<file path="config.mk">
export PLATFORM = sky130hd
export DESIGN_NAME = rate_window_dp
export DESIGN_NICKNAME = d
export VERILOG_FILES = /design/src/rtl/rate_window_pkg.sv /design/src/rtl/rate_window_dp.sv
export SDC_FILE = /design/constraint.sdc
export NUM_CORES = 1
export LEC_CHECK = 0
export ABC_CLOCK_PERIOD_IN_PS = 24500
export BUFFER_PORTS_ARGS = -buffer_cell sky130_fd_sc_hd__buf_2
export CAP_MARGIN = 20
export CORE_MARGIN = 4
export CORE_UTILIZATION = 55
export CTS_CLUSTER_DIAMETER = 50
export DETAILED_ROUTE_END_ITERATION = 12
export HOLD_SLACK_MARGIN = 0.06
export MAX_ROUTING_LAYER = met4
export PLACE_DENSITY_LB_ADDON = 0.2
export SLEW_MARGIN = 0
export SYNTH_ARGS = -nofsm -noshare
export SYNTH_HDL_FRONTEND = slang
export SYNTH_SLANG_ARGS = --single-unit
</file>
<file path="constraint.sdc">
create_clock -name clk -period 24.5 [get_ports clk]
set_input_delay 4.9 -clock clk [delete_from_list [all_inputs] [get_ports clk]]
set_output_delay 4.9 -clock clk [all_outputs]
set_load 0.02 [all_outputs]
</file>
<file path="src/rtl/rate_window_pkg.sv">
package rate_window_pkg;

  localparam int NUM_RATES   = 9;
  localparam int RATE_W      = 18;
  localparam int REF_W       = 26;
  localparam int CODE_W      = 4;
  localparam int MAX_REF_HZ  = 33868800;
  localparam int MIN_RATE_HZ = 32000;
  localparam logic [CODE_W-1:0] CODE_NONE = 4'hF;

  // strobes from the window controller to the datapath
  typedef struct packed {
    logic clr;    // open a new window, zero the counter
    logic inc;    // count this cycle
    logic fin;    // close the window, latch a result
    logic flush;  // discard the held result
  } winCtl_t;

  function automatic logic [RATE_W-1:0] rateHz(input int idx);
    case (idx)
      0:       return RATE_W'(32000);
      1:       return RATE_W'(44100);
      2:       return RATE_W'(48000);
      3:       return RATE_W'(64000);
      4:       return RATE_W'(88200);
      5:       return RATE_W'(96000);
      6:       return RATE_W'(128000);
      7:       return RATE_W'(176400);
      default: return RATE_W'(192000);
    endcase
  endfunction

  function automatic logic [REF_W-1:0] refHz(input logic [2:0] sel);
    case (sel)
      3'b000:  return REF_W'(11289600);
      3'b001:  return REF_W'(12288000);
      3'b010:  return REF_W'(16934400);
      3'b100:  return REF_W'(22579200);
      3'b101:  return REF_W'(24576000);
      3'b110:  return REF_W'(33868800);
      default: return '0;
    endcase
  endfunction

  // bit k set: base rate index k accepted (0:32k .. 5:96k)
  function automatic logic [5:0] baseMask(input logic [3:0] set);
    case (set)
      4'b0000: return 6'b111111;
      4'b0001: return 6'b000001;
      4'b0010: return 6'b000010;
      4'b0011: return 6'b000100;
      4'b0100: return 6'b010000;
      4'b0101: return 6'b100000;
      4'b0110: return 6'b010010;
      4'b0111: return 6'b100100;
      4'b1000: return 6'b000111;
      default: return 6'b000000;
    endcase
  endfunction

endpackage

</file>
<file path="src/rtl/rate_window_dp.sv">
module rate_window_dp
  import rate_window_pkg::*;
#(
  parameter int FRAMES = 4,
  parameter int CNT_W  = 13
) (
  input  logic              clk,
  input  logic              rstN,
  input  winCtl_t           ctl,
  input  logic [2:0]        refSel,
  input  logic              limitEn,
  input  logic [3:0]        allowSet,
  input  logic              dblRate,
  output logic              cntSat,
  output logic [CODE_W-1:0] rateCode,
  output logic              rateValid,
  output logic              rangeErr,
  output logic              forceRef
);

  localparam int PROD_W = CNT_W + 1 + RATE_W;

  logic [CNT_W-1:0]  count;
  logic [CNT_W:0]    measured;
  logic [PROD_W-1:0] target, tol;
  logic [REF_W-1:0]  refNow;
  logic [NUM_RATES-1:0] hit;
  logic [CODE_W-1:0] newCode;
  logic              fresh, changeHold;
  logic [15:0]       allowVec;
  logic [5:0]        mask;
  logic              allowed;

  // cycle counter for the open window
  assign cntSat = &count;

  always_ff @(posedge clk or negedge rstN) begin
    if (!rstN)                   count <= '0;
    else if (ctl.clr)            count <= '0;
    else if (ctl.inc && !cntSat) count <= count + 1'b1;
  end

  // window length in cycles, including the closing cycle
  assign measured = {1'b0, count} + 1'b1;
  assign refNow   = refHz(refSel);
  assign target   = PROD_W'(refNow) * PROD_W'(FRAMES);
  assign tol      = (target >> 5) + (target >> 7);

  // one matcher per standard rate: |count*rate - ref*frames| <= tol
  for (genvar gi = 0; gi < NUM_RATES; gi++) begin : g_match
    localparam logic [RATE_W-1:0] RHZ = rateHz(gi);
    logic [PROD_W-1:0] prod, diff;
    assign prod = PROD_W'(measured) * PROD_W'(RHZ);
    assign diff = (prod >= target) ? (prod - target) : (target - prod);
    assign hit[gi] = (refNow != '0) && (diff <= tol);
  end

  always_comb begin
    newCode = CODE_NONE;
    for (int i = NUM_RATES - 1; i >= 0; i--) begin
      if (hit[i]) newCode = CODE_W'(i);
    end
    if (cntSat) newCode = CODE_NONE;
  end

  // result registers and change tracking
  always_ff @(posedge clk or negedge rstN) begin
    if (!rstN) begin
      rateCode   <= CODE_NONE;
      rateValid  <= 1'b0;
      fresh      <= 1'b1;
      changeHold <= 1'b0;
    end else if (ctl.flush) begin
      rateCode   <= CODE_NONE;
      rateValid  <= 1'b0;
      fresh      <= 1'b1;
      changeHold <= 1'b0;
    end else if (ctl.fin) begin
      rateCode   <= newCode;
      rateValid  <= 1'b1;
      changeHold <= fresh || (newCode != rateCode);
      fresh      <= 1'b0;
    end
  end

  // accepted-set check on the held result
  assign mask     = baseMask(allowSet);
  assign allowVec = dblRate ? {7'b0, mask, 3'b000} : {10'b0, mask};
  assign allowed  = allowVec[rateCode];

  assign rangeErr = limitEn && rateValid && (changeHold || !allowed);
  assign forceRef = limitEn && (!rateValid || changeHold || !allowed);

endmodule

</file>
==> results of run 1 <==
[area by class of cell]
class	instances	area, µm²
sequential	20	507
clock buffer	3	75.1
tap	696	871
clock inverter	1	30.0
multi-input combinational	3494	27600
timing repair buffer	93	648
fill	5272	23000
inverter	332	1250
[cell usage after synthesis (40+ instances only)]
cell type	number
and3_1	40
o21a_1	46
nor3_1	76
nand2b_1	46
mux2i_1	53
clkbuf_1	117
a31oi_1	48
a21o_1	169
nor2b_1	41
a21oi_1	396
xor2_1	107
fa_1	108
nand3_1	102
ha_1	632
o21ai_0	208
nor2_1	260
inv_1	321
nand4_1	68
a211oi_1	70
xnor2_1	182
nand2_1	278
o21bai_1	41
[metal layers]
| layer | share of wire (%) | vias to the layer above |
|---|---|---|
| met2 | 42 | 1545 |
| met4 | 7.3 | 0 |
| met1 | 41 | 14466 |
| li1 | - | 14478 |
| met5 | 0 | - |
| met3 | 9.2 | 378 |
[metrics by stage]
step	cell area, µm²	hold WS [ps]	total power, W
after floorplan	30000	514	0.00109
after global placement	30800	525	0.00146
after detailed placement	30800	540	0.00147
after CTS	30900	552	0.00152
after global routing	30900	564	0.00171
final	30900	557	0.00157
[worst register-to-register path: cells and delay by family (launching register included)]
family	cells	cell delay, ps
compound gates	15	4060
xor+xnor	3	1520
buf+inv	7	1410
simple gates	15	3260
mux	1	400
fa+ha+maj	9	3870
flops	1	360
[registers in the layout, indices dropped and copies added (netlist names)]
register / count
count: 13
fresh: 1
rateValid: 1
changeHold: 1
rateCode: 4
[power groups by stage]
stage               clock [W]  combinational (W)  sequential [W]
CTS                 0.0000506            0.00144       0.0000382
global route        0.0000517            0.00162       0.0000385
global placement            0            0.00142       0.0000388
floorplan                   0            0.00105       0.0000378
finish              0.0000512            0.00148       0.0000382
detailed placement          0            0.00143       0.0000388
[layout by cell type, fill, tap and decap left out, types with 18 or more instances in the layout]
cell / count
nand2b_1: 46
a31oi_1: 48
nor4_1: 25
o21bai_1: 41
o31ai_1: 23
xnor2_1: 180
nor3_1: 76
nor2_1: 259
o21ai_0: 207
nand4_1: 68
buf_2: 23
buf_4: 68
mux2i_1: 53
a211oi_1: 70
nor2b_1: 41
o211ai_1: 31
ha_1: 632
fa_1: 108
a21oi_1: 395
inv_1: 321
and2_1: 25
nand3_1: 102
or3_1: 24
a221oi_1: 18
xor2_1: 107
a21o_1: 169
o21a_1: 46
and3_1: 40
nand2_1: 278
[kinds of logic after synthesis]
family / synth area share [%]
xor gates and xnor gates: 8.72
buffers and inverters: 6.50
AOI/OAI and AO/OA: 28.3
other: 0.0125
and+or+nand+nor: 18.9
muxes: 2.26
adders and majority gates: 33.6
DFF: 1.69
[worst paths after layout]
path                                 startpoint  cells after the start                      to  slack (ps)
setup / recovery           count[0]$_DFFE_PN0P_                     50  changeHold$_DFFE_PN0P_        9500
hold / removal                fresh$_DFFE_PN1P_                      1       fresh$_DFFE_PN1P_         560
setup reg to reg           count[0]$_DFFE_PN0P_                     50  changeHold$_DFFE_PN0P_        9500
hold reg to reg               fresh$_DFFE_PN1P_                      1       fresh$_DFFE_PN1P_         560
max in group asynchronous                  rstN                      1    count[3]$_DFFE_PN0P_       19450
min in group asynchronous                  rstN                      1  changeHold$_DFFE_PN0P_        4620
==> impl_metrics.yaml, run 1 <==
outcome:
  outcome: "finished, final reports clean"
timing:
  max_freq_ghz: 0.0667
  hold_violations: 0
  worstMarginPinSlew_ps: 1170
  worst_clock_skew_ps: 9.69
  grt_setup_unrepaired: "no"
  final.setup.tns_ps: 0
  slew_headroom_pct: 21.7
  finalCriticalPeriod_ps: 15000
  setup_ws_ps: 9500
  drv_slew: 0
  fin_crit_sh_pct: 61.2
  setup_viol: 0
place:
  place_ws_ps: 9830
  dp.cells: 4632
  dp_hpwl_um: 94700
  port_buffers: 22
  gp_congestion: 1.04
finish:
  diodes: 0
  utilization_pct: 57.4
  fin_cells: 4639
  layout.nets: 4699
  syn2layout_area_growth_pct: 3.29
  drive_above_1_share_pct: 5.66
routing:
  drcViolationCount: 0
  postRouteAntennaNets: 0
  drt_iter0_drc: 3134
  wl_um: 116000
  vias: 30867
  first_pass_iters: 6
  vias_per_cell: 6.65
  wire_per_inst_um: 25.1
clock_network:
  cts_root_buf: "clkbuf_16"
  cts_buffer_depth: 2
  clk_pin_slew_worst_paths_ps: 80
  cts_sinks: 20
  clk_latency_ps: 280
  htree_levels: 1
  holdBufCountCts: 0
  cts_buffers: 3
  cts_tree: "built"
  cts_setup_buffers: 0
  cts_resized: 0
global_routing:
  use_met1_pct: 50.8
  grt_usage_pct: 39.6
  met3_usage_pct: 6.31
  antenna_found_initial: 1
  grt_overflow: 0
  globalRouteMet2Util_pct: 59.5
  grt_pass1_vias: 28792
  grt_busiest_layer: "met2"
  grt_max_degree: 33
  grt_pass1_wl_um: 174000
setup_path:
  crit_type: "register to register"
  cp_top_family: "compound AO/OA/AOI/OAI gates"
  critPathLaunchType: "register"
  slowest_delay_ps: 790
  crit_arrival_ps: 15170
  cp_common_cell: "ha_1"
  timing.critical_path.fanout_max: 31
  required_ps: 24670
  slowest_stage: "a2111oi_1"
  endpoint_kind: "register"
  crit_buf_inv: 7
synth:
  syn_inst: 4000
  ys_types: 123
  synth_area_leaders: "ha_1 (26%), fa_1 (7.2%), a21oi_1 (6.6%)"
  yosysTopAreaCell: "ha_1"
  ys_seq_area_share_pct: 1.69
  synth_ff_type: "dfrtp_1"
  synth-edff-count: 0
  syn_area_um2: 30000
  synthArstFlopShare_pct: 100
  syn_avg_cell_area_um2: 7.49
  yosys.area.top_type_share_pct: 26.4
  yosys_register_bits: 20
  yosys_warnings: 0
power:
  p_switching_w: 0.000941
  p_comb_share_pct: 94.3
  ir_drop_mv: 0.0373
  power_frac_clock_pct: 3.3
  seqPwrFrac_pct: 2.4
  switching_share_pct: 60.1
  power.leakage_nw: 15.8
  internal_power_w: 0.000625
  powerDensity_nw_per_um2: 50.6
flow_run:
  cap_violations: 0
floorplanning:
  dieArea_um2: 58300
  floorplan.core_area_um2: 53900
  ios: 23
  row_count: 85
  die_h_um: 241
  die_w_um: 241
  start_util_pct: 55.6
hold_path:
  hold_path_class: "register to register"
Note: power is estimated with default switching activity, not from simulation.
==> run 2, diff against run 1 <==
ABC_CLOCK_PERIOD_IN_PS = 12300   (was 24500)
clock period = 12.3 ns   (was 24.5 ns; I/O delays follow)
==> run 2 against run 1 <==
Register-to-register slack worse by 9000 ps. Clock-buffer cell count unchanged. Clock skew rose by 3.0 ps. Power rose by 100%. Setup slack worse by 9000 ps. Hold slack worse by 22 ps. First-iteration DRC count increased by 14%. Highest routed layer unchanged.
==> impl_metrics.yaml, run 2 (synthesis results as in run 1) <==
outcome:
  outcome: "finished, final reports clean"
timing:
  hold_violations: 0
  max_freq_ghz: 0.0845
  finalCriticalPeriod_ps: 11830
  drv_slew: 0
  worstMarginPinSlew_ps: 1210
  fin_crit_sh_pct: 96.2
  worst_clock_skew_ps: 12.7
  hold_slack_ps: 535
  setup_viol: 0
  slew_headroom_pct: 19.3
  final.setup.tns_ps: 0
clock_network:
  cts_root_buf: "clkbuf_16"
  cts_buffers: 3
  clk_pin_slew_worst_paths_ps: 70
  cts_buffer_depth: 2
  cts_sinks: 20
  holdBufCountCts: 0
  htree_levels: 1
  cts_tree: "built"
  clk_latency_ps: 280
global_routing:
  grt_max_degree: 35
  grt_pass1_wl_um: 178000
  grt_overflow: 0
  grt_pass1_vias: 29306
  grt_usage_pct: 40.8
  antenna_found_initial: 3
floorplanning:
  die_w_um: 241
  floorplan.core_area_um2: 53900
  row_count: 85
  dieArea_um2: 58300
  die_h_um: 241
  start_util_pct: 55.6
  ios: 23
finish:
  drive_above_1_share_pct: 8.30
  final_common_cell: "ha_1"
  layout.nets: 4757
  fillers: 5204
  largest_reg_flops: 13
  reg_top3: "count (13), rateCode (4)"
  layout_common_cells: "ha_1 (622), a21oi_1 (391), inv_1 (320)"
  regMostFlops: "count"
  syn2layout_area_growth_pct: 5.87
setup_path:
  required_ps: 12450
  critPathLaunchType: "register"
  slowest_delay_ps: 550
  crit_type: "register to register"
  slowest_stage: "fa_1"
  crit_arrival_ps: 11980
  endpoint_kind: "register"
  timing.critical_path.fanout_max: 26
power:
  switching_share_pct: 59.6
  power_frac_clock_pct: 3.1
  seqPwrFrac_pct: 2.4
  internal_power_w: 0.00127
  power.leakage_nw: 16.2
  ir_drop_mv: 0.0666
  p_switching_w: 0.00187
  powerDensity_nw_per_um2: 99.0
  p_comb_share_pct: 94.5
routing:
  first_pass_iters: 8
  vias_per_cell: 6.66
  drcViolationCount: 0
  vias: 31277
  wire_per_inst_um: 25.6
  wl_um: 120000
  drt_iter0_drc: 3578
  postRouteAntennaNets: 0
place:
  dp_hpwl_um: 98600
  gp_congestion: 1.07
  port_buffers: 22
hold_path:
  hold_path_class: "register to register"
flow_run:
  cap_violations: 0
[run 2: cell types whose count changed in the layout (fill, tap and decap cells not counted), moves of 5 or more]
cell / before / now
ha_2: 0 / 10
xnor2_1: 180 / 175
xor2_2: 0 / 5
ha_1: 632 / 622
buf_4: 68 / 124
xor2_1: 107 / 100
[run 2: timing repair]
item                       4_1_cts  5_1_grt
setup endpoints to repair        5        5
pin swaps                        0        8
resized for setup                6       71
setup buffers                    0       13
[run 2: path summary, 6_finish.rpt]
kind | end | slack [ps] | cells after the start | from
setup / recovery | changeHold$_DFFE_PN0P_ | 470 | 47 | count[0]$_DFFE_PN0P_
hold / removal | fresh$_DFFE_PN1P_ | 540 | 1 | fresh$_DFFE_PN1P_
setup reg to reg | changeHold$_DFFE_PN0P_ | 470 | 47 | count[0]$_DFFE_PN0P_
hold reg to reg | fresh$_DFFE_PN1P_ | 540 | 1 | fresh$_DFFE_PN1P_
max in group asynchronous | count[0]$_DFFE_PN0P_ | 9710 | 1 | rstN
min in group asynchronous | rateValid$_DFFE_PN0P_ | 2160 | 1 | rstN
[run 2: critical path: cells and delay by family (launching register included)]
kind | cells | cell delay [ps]
buf+inv | 7 | 1250
xor+xnor | 4 | 650
mux | 1 | 430
simple gates | 14 | 2720
compound gates | 13 | 3070
flops | 1 | 420
fa+ha+maj | 8 | 3130
[run 2: power by group through the flow]
stage / Clock [W] / Sequential (W) / Combinational, W
after detailed placement: 0 / 0.0000758 / 0.00285
after CTS: 0.0000989 / 0.0000747 / 0.00287
after global routing: 0.000101 / 0.0000756 / 0.00325
final: 0.0000980 / 0.0000751 / 0.00297
after floorplan: 0 / 0.0000752 / 0.00209
after global placement: 0 / 0.0000758 / 0.00284
[run 2: layout make-up]
| class | count | area [µm²] | area share (%) |
|---|---|---|---|
| Multi-Input combinational cell | 3494 | 27900 | 87.9 |
| Inverter | 332 | 1250 | 3.93 |
| Timing Repair Buffer | 151 | 1100 | 3.48 |
| Tap cell | 696 | 871 | 2.75 |
| Sequential cell | 20 | 508 | 1.60 |
| Clock buffer | 3 | 75.1 | 0.237 |
| Clock inverter | 1 | 30.0 | 0.0947 |
| Antenna cell | 2 | 5.00 | 0.0158 |
[run 2: per-layer routing]
metal | routed length (µm) | global-route usage [%] | share of wire [%]
met5 | 0 | - | 0
met4 | 7290 | 19.8 | 6.1
met3 | 11100 | 6.18 | 9.3
met2 | 52000 | 62.1 | 43
met1 | 49900 | 53.0 | 41
[run 2: metrics by stage]
stage	cell area (µm²)	instances	util (%)	power, W	setup WS, ps
after global routing	31700	4699	58.8	0.00342	-104
after floorplan	30000	4008	-	0.00217	41.8
final	31700	4699	58.8	0.00314	469
after detailed placement	31200	4680	57.8	0.00293	-270
after global placement	31200	4680	57.8	0.00292	109
after CTS	31300	4684	58.1	0.00304	7.15
